[src/rtl/ras_pkg.sv]
package ras_pkg;

    localparam int PTR_W = 3;
    localparam int DEPTH = 1 << PTR_W;

    typedef enum logic [2:0] {
        CMD_NOP  = 3'd0,
        CMD_CALL = 3'd1,
        CMD_RET  = 3'd2,
        CMD_INC  = 3'd3,
        CMD_LDH  = 3'd4,
        CMD_RDH  = 3'd5,
        CMD_RSV6 = 3'd6,
        CMD_RSV7 = 3'd7
    } ras_cmd_e;

    typedef enum logic {
        RF_SCAN = 1'b0,
        RF_HOLD = 1'b1
    } rf_state_e;

    // bit shifted in at the right when stepping forward around the cycle
    function automatic logic db_fwd_bit(input logic [PTR_W-1:0] c);
        logic b;
        unique case (c)
            3'b000:  b = 1'b1;
            3'b001:  b = 1'b0;
            3'b010:  b = 1'b1;
            3'b101:  b = 1'b1;
            3'b011:  b = 1'b1;
            3'b111:  b = 1'b0;
            3'b110:  b = 1'b0;
            default: b = 1'b0;
        endcase
        return b;
    endfunction

    // bit shifted in at the left when stepping backward
    function automatic logic db_back_bit(input logic [PTR_W-1:0] c);
        logic b;
        unique case (c)
            3'b000:  b = 1'b1;
            3'b001:  b = 1'b0;
            3'b010:  b = 1'b0;
            3'b101:  b = 1'b0;
            3'b011:  b = 1'b1;
            3'b111:  b = 1'b0;
            3'b110:  b = 1'b1;
            default: b = 1'b1;
        endcase
        return b;
    endfunction

    function automatic logic [PTR_W-1:0] db_next(input logic [PTR_W-1:0] c);
        return {c[PTR_W-2:0], db_fwd_bit(c)};
    endfunction

    function automatic logic [PTR_W-1:0] db_prev(input logic [PTR_W-1:0] c);
        return {db_back_bit(c), c[PTR_W-1:1]};
    endfunction

endpackage

[src/rtl/ras_dbc.sv]
module ras_dbc
    import ras_pkg::*;
#(
    parameter bit BIDIR = 1'b1
) (
    input  logic             clk,
    input  logic             rst_n,
    input  logic             step_up,
    input  logic             step_dn,
    output logic [PTR_W-1:0] code_o
);

    logic [PTR_W-1:0] code_q;
    logic [PTR_W-1:0] code_d;

    generate
        if (BIDIR) begin : g_bidir
            always_comb begin
                code_d = code_q;
                if (step_up) begin
                    code_d = db_next(code_q);
                end else if (step_dn) begin
                    code_d = db_prev(code_q);
                end
            end
        end else begin : g_fwd_only
            logic unused_dn;
            assign unused_dn = step_dn;
            always_comb begin
                code_d = code_q;
                if (step_up) begin
                    code_d = db_next(code_q);
                end
            end
        end
    endgenerate

    always_ff @(posedge clk or negedge rst_n) begin
        if (!rst_n) begin
            code_q <= '0;
        end else begin
            code_q <= code_d;
        end
    end

    assign code_o = code_q;


    fwd_shift_chk: assert property (@(posedge clk) disable iff (!rst_n)
        step_up |=> code_q[PTR_W-1:1] == $past(code_q[PTR_W-2:0]));


    back_shift_chk: assert property (@(posedge clk) disable iff (!rst_n)
        (BIDIR && step_dn && !step_up) |=> code_q[PTR_W-2:0] == $past(code_q[PTR_W-1:1]));


    idle_hold_chk: assert property (@(posedge clk) disable iff (!rst_n)
        (!step_up && !(BIDIR && step_dn)) |=> $stable(code_q));

endmodule

[src/rtl/ras_rows.sv]
module ras_rows #(
    parameter int W      = 14,
    parameter int ROWS   = 8,
    localparam int IDX_W = $clog2(ROWS)
) (
    input  logic             clk,
    input  logic             rst_n,
    input  logic             stk_we,
    input  logic [IDX_W-1:0] stk_idx,
    input  logic [W-1:0]     stk_wd,
    input  logic             rf_we,
    input  logic [IDX_W-1:0] rf_idx,
    input  logic [W-1:0]     rf_wd,
    input  logic [IDX_W-1:0] top_idx,
    output logic [W-1:0]     top_data,
    input  logic [IDX_W-1:0] scan_idx,
    output logic [W-1:0]     scan_data
);

    logic [W-1:0] row_w [ROWS];

    generate
        for (genvar r = 0; r < ROWS; r++) begin : g_row
            logic [W-1:0] cell_q;
            always_ff @(posedge clk or negedge rst_n) begin
                if (!rst_n) begin
                    cell_q <= '0;
                end else if (stk_we && stk_idx == IDX_W'(r)) begin
                    cell_q <= stk_wd;
                end else if (rf_we && rf_idx == IDX_W'(r)) begin
                    cell_q <= rf_wd;
                end
            end
            assign row_w[r] = cell_q;
        end
    endgenerate

    assign top_data  = row_w[top_idx];
    assign scan_data = row_w[scan_idx];


    single_writer_chk: assert property (@(posedge clk) disable iff (!rst_n)
        !(stk_we && rf_we));

endmodule

[src/rtl/ras_refresh.sv]
module ras_refresh
    import ras_pkg::*;
#(
    parameter int W = 14
) (
    input  logic             clk,
    input  logic             rst_n,
    input  logic             idle_i,
    input  logic             wr_en_i,
    input  logic [PTR_W-1:0] wr_row_i,
    input  logic [W-1:0]     row_data_i,
    output logic [PTR_W-1:0] row_o,
    output logic             we_o,
    output logic [W-1:0]     wd_o,
    output logic             done_o,
    output logic [PTR_W-1:0] done_row_o
);

    rf_state_e        st_q;
    rf_state_e        st_d;
    logic             capture;
    logic             restore;
    logic             advance;
    logic [W-1:0]     copy_q;
    logic [PTR_W-1:0] row;
    logic             done_q;
    logic [PTR_W-1:0] done_row_q;

    ras_dbc #(.BIDIR(1'b0)) u_seq (
        .clk     (clk),
        .rst_n   (rst_n),
        .step_up (advance),
        .step_dn (1'b0),
        .code_o  (row)
    );

    // next-state logic
    always_comb begin
        st_d    = st_q;
        capture = 1'b0;
        restore = 1'b0;
        advance = 1'b0;
        unique case (st_q)
            RF_SCAN: begin
                if (idle_i) begin
                    capture = 1'b1;
                    st_d    = RF_HOLD;
                end
            end
            RF_HOLD: begin
                if (idle_i) begin
                    restore = 1'b1;
                    advance = 1'b1;
                    st_d    = RF_SCAN;
                end else if (wr_en_i && wr_row_i == row) begin
                    advance = 1'b1;
                    st_d    = RF_SCAN;
                end
            end
            default: st_d = RF_SCAN;
        endcase
    end

    // state register
    always_ff @(posedge clk or negedge rst_n) begin
        if (!rst_n) begin
            st_q <= RF_SCAN;
        end else begin
            st_q <= st_d;
        end
    end

    // outputs and held copy
    always_ff @(posedge clk or negedge rst_n) begin
        if (!rst_n) begin
            copy_q     <= '0;
            done_q     <= 1'b0;
            done_row_q <= '0;
        end else begin
            if (capture) begin
                copy_q <= row_data_i;
            end
            done_q <= restore;
            if (restore) begin
                done_row_q <= row;
            end
        end
    end

    assign row_o      = row;
    assign we_o       = restore;
    assign wd_o       = copy_q;
    assign done_o     = done_q;
    assign done_row_o = done_row_q;


    writeback_fresh_chk: assert property (@(posedge clk) disable iff (!rst_n)
        we_o |-> wd_o == row_data_i);


    done_step_chk: assert property (@(posedge clk) disable iff (!rst_n)
        done_o |-> row == db_next(done_row_o));

endmodule

[src/rtl/ras_top.sv]
module ras_top
    import ras_pkg::*;
#(
    parameter int ADDR_W         = 14,
    parameter int BUS_W          = 8,
    parameter int REFRESH_CYCLES = 12000
) (
    input  logic              clk,
    input  logic              rst_n,
    input  logic [2:0]        cmd_i,
    input  logic [ADDR_W-1:0] tgt_i,
    input  logic              half_sel_i,
    input  logic [BUS_W-1:0]  bus_i,
    output logic [BUS_W-1:0]  bus_o,
    output logic [ADDR_W-1:0] pc_o,
    output logic              rfsh_done_o,
    output logic [PTR_W-1:0]  rfsh_row_o
);

    localparam int HI_W  = ADDR_W - BUS_W;
    localparam int AGE_W = $clog2(REFRESH_CYCLES + 2);

    ras_cmd_e          cmd;
    logic [PTR_W-1:0]  ptr;
    logic              ptr_up;
    logic              ptr_dn;
    logic              idle;
    logic              rd_half;
    logic              stk_we;
    logic [PTR_W-1:0]  stk_idx;
    logic [ADDR_W-1:0] stk_wd;
    logic [ADDR_W-1:0] top_data;
    logic [ADDR_W-1:0] scan_data;
    logic [PTR_W-1:0]  rf_idx;
    logic              rf_we;
    logic [ADDR_W-1:0] rf_wd;
    logic [BUS_W-1:0]  bus_q;

    assign cmd = ras_cmd_e'(cmd_i);

    ras_dbc #(.BIDIR(1'b1)) u_ptr (
        .clk     (clk),
        .rst_n   (rst_n),
        .step_up (ptr_up),
        .step_dn (ptr_dn),
        .code_o  (ptr)
    );

    // command decode
    always_comb begin
        ptr_up  = 1'b0;
        ptr_dn  = 1'b0;
        idle    = 1'b0;
        rd_half = 1'b0;
        stk_we  = 1'b0;
        stk_idx = ptr;
        stk_wd  = top_data;
        unique case (cmd)
            CMD_NOP: idle = 1'b1;
            CMD_CALL: begin
                ptr_up  = 1'b1;
                stk_we  = 1'b1;
                stk_idx = db_next(ptr);
                stk_wd  = tgt_i;
            end
            CMD_RET: ptr_dn = 1'b1;
            CMD_INC: begin
                stk_we = 1'b1;
                stk_wd = top_data + 1'b1;
            end
            CMD_LDH: begin
                stk_we = 1'b1;
                if (half_sel_i) begin
                    stk_wd = {bus_i[HI_W-1:0], top_data[BUS_W-1:0]};
                end else begin
                    stk_wd = {top_data[ADDR_W-1:BUS_W], bus_i};
                end
            end
            CMD_RDH: rd_half = 1'b1;
            default: ;
        endcase
    end

    ras_rows #(.W(ADDR_W), .ROWS(DEPTH)) u_rows (
        .clk       (clk),
        .rst_n     (rst_n),
        .stk_we    (stk_we),
        .stk_idx   (stk_idx),
        .stk_wd    (stk_wd),
        .rf_we     (rf_we),
        .rf_idx    (rf_idx),
        .rf_wd     (rf_wd),
        .top_idx   (ptr),
        .top_data  (top_data),
        .scan_idx  (rf_idx),
        .scan_data (scan_data)
    );

    ras_refresh #(.W(ADDR_W)) u_rfsh (
        .clk        (clk),
        .rst_n      (rst_n),
        .idle_i     (idle),
        .wr_en_i    (stk_we),
        .wr_row_i   (stk_idx),
        .row_data_i (scan_data),
        .row_o      (rf_idx),
        .we_o       (rf_we),
        .wd_o       (rf_wd),
        .done_o     (rfsh_done_o),
        .done_row_o (rfsh_row_o)
    );

    always_ff @(posedge clk or negedge rst_n) begin
        if (!rst_n) begin
            bus_q <= '0;
        end else if (rd_half) begin
            if (half_sel_i) begin
                bus_q <= BUS_W'(top_data[ADDR_W-1:BUS_W]);
            end else begin
                bus_q <= top_data[BUS_W-1:0];
            end
        end
    end

    assign bus_o = bus_q;
    assign pc_o  = top_data;


    rfsh_idle_chk: assert property (@(posedge clk) disable iff (!rst_n)
        rfsh_done_o |-> $past(cmd_i) == 3'd0);


    inc_step_chk: assert property (@(posedge clk) disable iff (!rst_n)
        cmd_i == 3'd3 |=> pc_o == ADDR_W'($past(pc_o) + 1'b1));


    bus_hold_chk: assert property (@(posedge clk) disable iff (!rst_n)
        cmd_i != 3'd5 |=> $stable(bus_o));

    generate
        for (genvar r = 0; r < DEPTH; r++) begin : g_age
            logic [AGE_W-1:0] age_q;
            logic             renew;
            assign renew = (stk_we && stk_idx == PTR_W'(r)) || (rf_we && rf_idx == PTR_W'(r));
            always_ff @(posedge clk or negedge rst_n) begin
                if (!rst_n) begin
                    age_q <= '0;
                end else if (renew) begin
                    age_q <= '0;
                end else if (age_q != '1) begin
                    age_q <= age_q + 1'b1;
                end
            end

            row_age_chk: assert property (@(posedge clk) disable iff (!rst_n)
                age_q <= AGE_W'(REFRESH_CYCLES));
        end
    endgenerate

endmodule

[config.mk]
export PLATFORM = sky130hd
export DESIGN_NAME = ras_top
export DESIGN_NICKNAME = d
export VERILOG_FILES = /design/src/rtl/ras_pkg.sv /design/src/rtl/ras_dbc.sv /design/src/rtl/ras_rows.sv /design/src/rtl/ras_refresh.sv /design/src/rtl/ras_top.sv
export SDC_FILE = /design/constraint.sdc
export NUM_CORES = 1
export LEC_CHECK = 0
export ABC_AREA = 1
export BUFFER_PORTS_ARGS = -buffer_cell sky130_fd_sc_hd__buf_4
export CAP_MARGIN = 5
export CELL_PAD_IN_SITES_DETAIL_PLACEMENT = 0
export CELL_PAD_IN_SITES_GLOBAL_PLACEMENT = 1
export CORE_AREA = 2 2 189 117
export CTS_BUF_LIST = sky130_fd_sc_hd__clkbuf_16
export DETAILED_ROUTE_END_ITERATION = 7
export DIE_AREA = 0 0 191 119
export PLACE_DENSITY_LB_ADDON = 0.2
export SETUP_SLACK_MARGIN = 0.4
export SYNTH_ARGS = -nofsm -noshare
export SYNTH_HDL_FRONTEND = slang
export SYNTH_SLANG_ARGS = --single-unit
[constraint.sdc]
create_clock -name clk -period 2.8 [get_ports clk]
set_input_delay 0.42 -clock clk [delete_from_list [all_inputs] [get_ports clk]]
set_output_delay 0.42 -clock clk [all_outputs]
set_load 0.005 [all_outputs]
==> results.md, run 1 <==
- The fill cell total of the finished layout is ~2.1k.
- In the synthesized netlist the async set-or-reset flop fraction comes to 1.00.
- For this design the ratio of total power to cell area is between 1000 and 1500 nW/um2.
- In this run the count of I/O pins placed on the die edge is 54.
- Of the cells placed in the final design, the portion with a size suffix greater than 1 is 0.249.
- Excluding fillers, the count of instances in the completed layout stands at 1,772.
- The cell with the biggest individual delay on the critical path is dfrtp_4.
- The net count reported at finish is between 1.5k and 2k.
- The number of warning messages in the yosys log is 0.
- The clock-pin slew reported for the worst setup and hold paths after clock tree synthesis is ~0.060 ns.
- The final number of setup-violating endpoints is 0.
- The DRC marker count from the first detailed-route iteration is ~1.7k.
- Traced cell by cell, the critical path runs through buf_8 > o21ai_2 > nand2_1 > nand2_1 > nand2_1 > nand2_2 > ha_4 > inv_2 > nor2_4 > nand2_4 > nor2_4 > nand2_1 > nand3_2 > nand2_4 > o21ai_2 > nand2_1.
- The path type of the worst min-delay path is primary input to register.
- Measured along the x axis, the die boundary spans about 190 um.
- The number of buffers and inverters on the critical path is 2.
- After synthesis, the cell types taking the most area are dfrtp_1 (39%), nand2_1 (21%), nand3_1 (6.6%), o21ai_0 (5.4%), inv_1 (4.9%).
- The cell type with the highest aggregate area in the netlist is dfrtp_1.
- The most frequent cell on the critical path is nand2_1.
- The portion of synthesized cell area occupied by the leading cell type is 0.391.
- The total global-route track usage is 0.385.
- The maximum fanout count along the critical path is 8.
- The area growth from synthesis to layout is 28.2%.
- The critical path crosses 16 cells after its start point.
- Across all setup checks in the final design, the least slack found is around 0.32 ns.
- The vias per cell is around 6.
- In this run, synthesis inferred 0 flip-flops with an integrated enable.
- Across the routed clock network, the largest skew measured is 0.0114 ns.
- In this run the standard cell core region covers around 21,000 um2.
- The number of failing hold endpoints at the final stage came to 0.
- At the pin with the least slew margin, the transition time is around 0.7 ns.
- Across all hold checks on the routed design, the worst slack comes to around 0.32 ns.
- The via count is 10.6k.
- The highest cell delay on the worst timing path is roughly 0.57 ns.
- The total number of H-tree levels is 4.
- The number of register bits inferred by synthesis is 145.
- For this design, the sink count on the clock tree is 145.
- Counting along the longest clock path gives a buffer depth of 2.
- Counting distinct cell types in the post-synthesis netlist gives 37.
- For this run, the leading register cell type out of synthesis is dfrtp_1.
- STA classifies the critical path endpoint as a register.
- The flow ran to the end, and the final reports show no timing, DRC or antenna violations.
- The critical path data arrival time is roughly 2.8 ns.
- The kind of cell adding the most delay to the critical path is simple AND/OR/NAND/NOR gates.
- The combined area of all synthesized cells is 9290 um2.
- The initial antenna violation count is 0.
- Across the VDD grid, the largest voltage drop is 593 uV.
- The TritonCTS clock tree is built.
- The share of the clock period used by the worst path is 0.886.
- The antenna violation net count after detailed routing is 0.
- Synthesis handed over a netlist of around 1.3k instances.
- The largest net degree at the start of global routing is 54.
- After detailed routing, the total wire length is 43.4 mm.
- Subtracting the final worst setup slack from the clock period gives about 2.5 ns.
- The worst endpoint required time is between 3 and 4 ns.
- The number of global-route vias before repair is 9,487.
- The number of stages on the worst hold path is 4.
- The count of buffers added on input and output ports is 53.
- The global placement routability congestion is 0.982.
- The number of pins exceeding their max-slew limit in the final report is 0.
- After routing the design area is between 10,000 and 15,000 um2.
- The mean area per synthesized cell is between 6 and 7 um2.
- The total overflow left after global routing is 0.
- The kind of start point of the critical path is a register.
- The die covers 22,700 um2.
- The setup TNS is 0 ns.
- The max-capacitance violation count is 0.
- The count of standard-cell rows is 42.
- In this run the static leakage power is around 5.7 nW.
- After synthesis, the most frequently instantiated cells are nand2_1 (516), dfrtp_1 (145), inv_1 (122), nand3_1 (122), o21ai_0 (101).
- The first-pass GRT wire length is about 63 mm.
- By startpoint and endpoint, the worst setup path is classified as register to register.
- The length in cells of the worst reg-to-reg path is 16.
- The initial core utilization is 0.436.
- Once layout is complete, the utilization of the core stands at 0.559.
- Setup repair after global routing could not meet its margin everywhere.
- Yosys instantiated no cell more often than nand2_1.
- The multi-input combinational cells in the finished layout cover a total of ~5400 um2.
- The number of search-and-repair iterations in the first detailed-routing pass is 6.
- The total power consumption of the routed design is around 15 mW.
- Summing all flip-flop and latch instances after layout gives about 3600 um2.
- After legalization and detailed placement, the total HPWL measured 30.0 mm.
- After detailed routing, the average wire length per cell comes to ~25 um.
- Counting tap cells, the placed design contains a total of around 1.7k instances.
- Clock tree synthesis inserted a total of 17 buffers.
- Prior to clock tree synthesis, the placed netlist has a worst setup slack of between 0.04 and 0.05 ns.
- Headroom to the max-slew limit came out at 0.539.
- The placed instances occupy a cell area of 10,400 um2.
- The die height is approximately 120 um.
- For this run, design rule violations remaining after detail routing come to 0.
- The maximum clock rate is 0.403 GHz.
- 0 antenna diodes ended up in the layout.
- Synthesis produced a netlist with a net count of approximately 1.4k.
- The master cell of the clock root buffer is clkbuf_16.
- Of the synthesized area, sequential elements account for 0.391.
- The latest clock arrival within the worst-skew pair is approximately 0.45 ns.
## layer usage
metal	vias up	track usage	share of wire
li1	4705	-	-
met1	5076	0.571	0.44
met2	732	0.504	0.39
met3	110	0.155	0.15
met4	0	0.112	0.027
met5	-	0	0
## cells in the final DEF, fill, tap and decap left out, drive strengths merged
master / n
a211oi: 1
a21oi: 19
a221oi: 1
a22oi: 31
buf: 153
bufinv: 2
clkbuf: 20
clkinv: 8
clkinvlp: 5
dfrtp: 145
dlygate4sd3: 1
ha: 1
inv: 147
nand2: 537
nand3: 129
nand4: 6
nor2: 66
o2111ai: 6
o211ai: 27
o21a: 1
o21ai: 121
o21bai: 7
o221ai: 20
o22ai: 26
o311ai: 4
xnor2: 1
xor2: 1
## registers in the layout (all words and copies together) (netlist names)
register / cells
u_rfsh.u_seq.code_o: 3
u_ptr.code_o: 3
bus_o: 8
u_rfsh.done_o: 1
u_rows.g_row.cell_q: 112
u_rfsh.done_row_o: 3
u_rfsh.st_q: 1
u_rfsh.wd_o: 14
## report_power, final
group | leakage, nW | switching (mW) | internal (mW)
Sequential | 1.79 | 0.863 | 3.09
Combinational | 3.63 | 5.46 | 3.05
Clock | 0.275 | 0.974 | 1.29
Total | 5.69 | 7.30 | 7.42
## cells by family after synthesis
kind of cell               share of synthesized area
AOI/OAI and AO/OA                              0.177
buffers and inverters                         0.0905
and+or+nand+nor                                0.338
xor gates and xnor gates                     0.00189
DFF                                            0.391
adders and majority gates                    0.00135
## worst min-delay path, stage by stage
cell and delay [ns]:
buf_4 0.11, nor2_1 0.06, nand2_1 0.07, nand3_1 0.06
## final timing paths
path	start	to	slack, ns
setup reg to reg	u_ptr.code_o[0]	u_rows.g_row[1].cell_q[6]	0.32
max in group asynchronous	rst_n	u_ptr.code_o[1]	1.65
min in group asynchronous	rst_n	u_rfsh.wd_o[8]	0.46
hold / removal	half_sel_i	bus_o[0]	0.32
setup / recovery	u_ptr.code_o[0]	u_rows.g_row[1].cell_q[6]	0.32
hold reg to reg	u_rfsh.done_row_o[1]	u_rfsh.done_row_o[1]	0.49
## area by class of cell
cell class / count / share of cell area
repair buffers: 157 / 0.118
flip-flops and latches: 145 / 0.305
clock inverters: 15 / 0.0108
well taps: 286 / 0.0301
multi-input cells: 1005 / 0.451
inverters: 147 / 0.0499
clock buffers: 17 / 0.0357
## repair_timing
item	in CTS	in global routing
hold buffers	1	0
endpoints found under the hold margin	39	0
resized for setup	65	138
endpoints found under the setup margin	118	118
setup buffers	17	10
pin swaps	16	50
gates cloned	0	3
Note: power is estimated with default switching activity, not from simulation.
==> run 2: changes to the inputs <==
BUFFER_PORTS_ARGS = not set   (was -buffer_cell sky130_fd_sc_hd__buf_4)
CAP_MARGIN = 20   (was 5)
CORE_AREA = 2 2 185 114   (was 2 2 189 117)
DIE_AREA = 0 0 187 116   (was 0 0 191 119)
DONT_BUFFER_PORTS = 1   (was not set)
TNS_END_PERCENT = 1   (was not set)
==> results.md, run 2 (synthesis results as in run 1) <==
- The flow ran to the end, but the final reports show violations.
- The final reports fail on negative hold slack.
- The fill cell total of the finished layout is 1,979 (-5.2%).
- The total number of H-tree levels came to 4 (unchanged).
- The number of buffers created by CTS is 17 (unchanged).
- The top cell types in the final layout, fill and taps aside, are nand2_1 (492), dfrtp_1 (144), inv_1 (117), nand3_1 (114), o21ai_0 (88).
- The worst-case clock buffer depth is 2 (unchanged).
- The detailed-route wire length per cell is 25.3 um (+3.1%).
- The number of clock sinks is 145 (unchanged).
- The worst setup path startpoint is u_ptr.code_o[2].
- The latest clock arrival within the worst-skew pair came to 0.45 ns (about the same).
- The remaining max-slew budget at the tightest pin is 0.490 (-0.0485).
- From synthesis to final layout, the design area changed by 19.2%.
- The worst endpoint required time is 3.13 ns (about the same).
- The total core area came to 19,900 um2 (-6.6%).
- The post-route worst hold slack is -0.321 ns (-0.642 ns).
- The final number of setup-violating endpoints was 0 (unchanged).
- The sequential standard cell area is 3630 um2 (-0.10%).
- The number of search-and-repair iterations in the first detailed-routing pass is 5 (-1).
- The setup TNS is 0 ns (unchanged).
- The tree is rooted in a clkbuf_16.
- The count of boundary I/O pins came to 54 (unchanged).
- The combinational cell fraction of total power was 0.555 (-0.023).
- The overall routed net length is 42.7 mm (-1.7%).
- The number of failing hold endpoints at the final stage is 145 (+145).
- The most frequent standard cell in the layout excluding fill and tap cells is nand2_1.
- On the critical path, the stage with the largest delay is an instance of dfrtp_1.
- The port buffer count is 0 (-100%).
- The maximum clock rate is 0.398 GHz (-1.1%).
- The internal power is 6.76 mW (-9.0%).
- The sequential fraction of design power is 0.287 (+0.018).
- The highest cell delay on the worst timing path is 0.41 ns (-0.16 ns).
- In this run the critical register-to-register path is launched from u_ptr.code_o[2].
- The startpoint-to-endpoint class of the critical path is register to register.
- The global placement routability congestion was 1.01 (+3.0%).
- The aggregate global routing overflow is 0 (unchanged).
- The largest net degree at the start of global routing is 146 (+170%).
- The maximum fanout count along the critical path is 12 (+4).
- The final worst-path setup slack is 0.290 ns (-0.0280 ns).
- The net count reported at finish is 1,434 (-4.5%).
- The initial antenna violation count is 1 (+1).
- The share of the core filled with cells in the final layout is 0.557 (-0.00195).
- The DRC marker count from the first detailed-route iteration came to 1,719 (+0.59%).
- The vias per cell was 6.16 (+2.8%).
- STA classifies the critical path startpoint as a register.
- The post-detailed-route DRC marker count is 0 (unchanged).
- The length in cells of the worst reg-to-reg path is 11 (-5).
- The initial core utilization came to 0.467 (+0.0310).
- The horizontal extent of the die is 187 um (-2.1%).
- The clock power share is 0.158 (+0.005).
- The area of the multi-input gates was 5130 um2 (-4.3%).
- The area of the die is 21,700 um2 (-4.6%).
- The critical path data arrival time is 2.84 ns (+0.02 ns).
- The share of the clock period used by the worst path was 0.896 (+0.00999).
- Setup repair after global routing could not meet its margin everywhere.
- The clock-pin slew reported for the worst setup and hold paths after clock tree synthesis is 0.06 ns (about the same).
- The switching power of the nets is 7.01 mW (-3.9%).
- The number of global-route vias before repair is 9,435 (-0.55%).
- The clock tree skew after final layout is 0.00978 ns (-0.00162 ns).
- The power density relative to cell area is 1240 nW/um2 (+0.53%).
- The post-place setup slack is -0.148 ns (-0.194 ns).
- The total global-route track usage is 0.394 (+0.00869).
- The leakage power was 5.24 nW (-7.9%).
- Walking the worst path, the cells encountered are clkinvlp_4 > buf_4 > nand3_1 > nand2_4 > inv_4 > nand4_1 > o211ai_2 > buf_4 > nand3_1 > nand2_1 > nand2_1.
- The max-capacitance violation count is 0 (unchanged).
- The path type of the worst min-delay path is primary input to asynchronous set/reset pin.
- The worst setup path is captured at a register.
- The first-pass GRT wire length came to 61.5 mm (-2.3%).
- The most flop-heavy register is u_rows.g_row.cell_q.
- The die height is 116 um (-2.5%).
- The post-layout minimum cycle time is 2.51 ns (+0.0280 ns).
- The antenna violation net count after detailed routing is 0 (unchanged).
- The count of standard-cell rows is 40 (-4.8%).
- The proportion of layout cells with a drive suffix above 1 was 0.173 (-0.0761).
- The number of pins exceeding their max-slew limit in the final report is 0 (unchanged).
- The detailed-placement wirelength estimate is 28.9 mm (-3.9%).
- The TritonCTS clock tree is built.
- The cell total after placement came to 1,637 (-4.2%).
- The via count is 10.4k (-1.9%).
- The switching part of the total is 0.509 (+0.0134).
- The number of cells in the finished layout apart from fillers is 1,690 (-4.6%).
- The slew at the pin closest to its max-slew limit is 0.764 ns (+0.0735 ns).
- The worst IR drop on VDD is 614 uV (+3.5%).
- The number of flip-flops under the largest register name is 112 (unchanged).
- The antenna diode count was 0 (unchanged).
run 2: timing repair:
item | in CTS | in global routing
resized for setup | 12 | 97
cloned | 1 | 2
setup buffers | 3 | 16
pin swaps | 1 | 24
endpoints found under the setup margin | 123 | 123
hold endpoints to repair | 145 | 145
run 2: per-layer routing:
layer	GRT usage	vias up	wire length, um
met5	0	-	0
met4	0.171	0	1500
met3	0.171	120	6900
met2	0.508	834	16200
met1	0.562	4896	18100
li1	-	4566	-
run 2: worst paths after layout:
path | endpoint | slack (ns)
max reg2reg | u_rows.g_row[5].cell_q[5] | 0.29
min | u_rfsh.wd_o[3] | -0.32
min in group clk | bus_o[0] | 0.19
min reg2reg | u_rfsh.done_row_o[2] | 0.50
max | u_rows.g_row[5].cell_q[5] | 0.29
max in group asynchronous | u_ptr.code_o[0] | 2.74
run 2: stage by stage:
step                power, mW  area [um2]
floorplan                7.85        9290
global placement         10.4        9900
detailed placement       10.3        9900
CTS                      12.7       10500
global route             14.5       11100
finish                   13.8       11100
run 2: layout make-up:
class                      instances  area share
sequential                       145       0.328
clock buffer                      17      0.0384
clock inverter                    14     0.00893
tap                              273      0.0308
timing repair buffer              89      0.0790
inverter                         147      0.0514
multi-input combinational       1005       0.464
run 2: power groups by stage:
stage / clock network (mW) / logic, mW / registers, mW
after floorplan: 0 / 4.21 / 3.63
after global placement: 0 / 6.42 / 3.94
after detailed placement: 0 / 6.43 / 3.91
after CTS: 2.19 / 6.61 / 3.89
after global routing: 2.28 / 8.12 / 4.06
final: 2.17 / 7.64 / 3.95
run 2: critical path: cells and delay by family (launching register included):
family                 cells  cell delay (ns)
AO/OA/AOI/OAI              1             0.33
buffers and inverters      4             0.91
flip-flops                 1             0.41
AND/OR/NAND/NOR            6             0.74
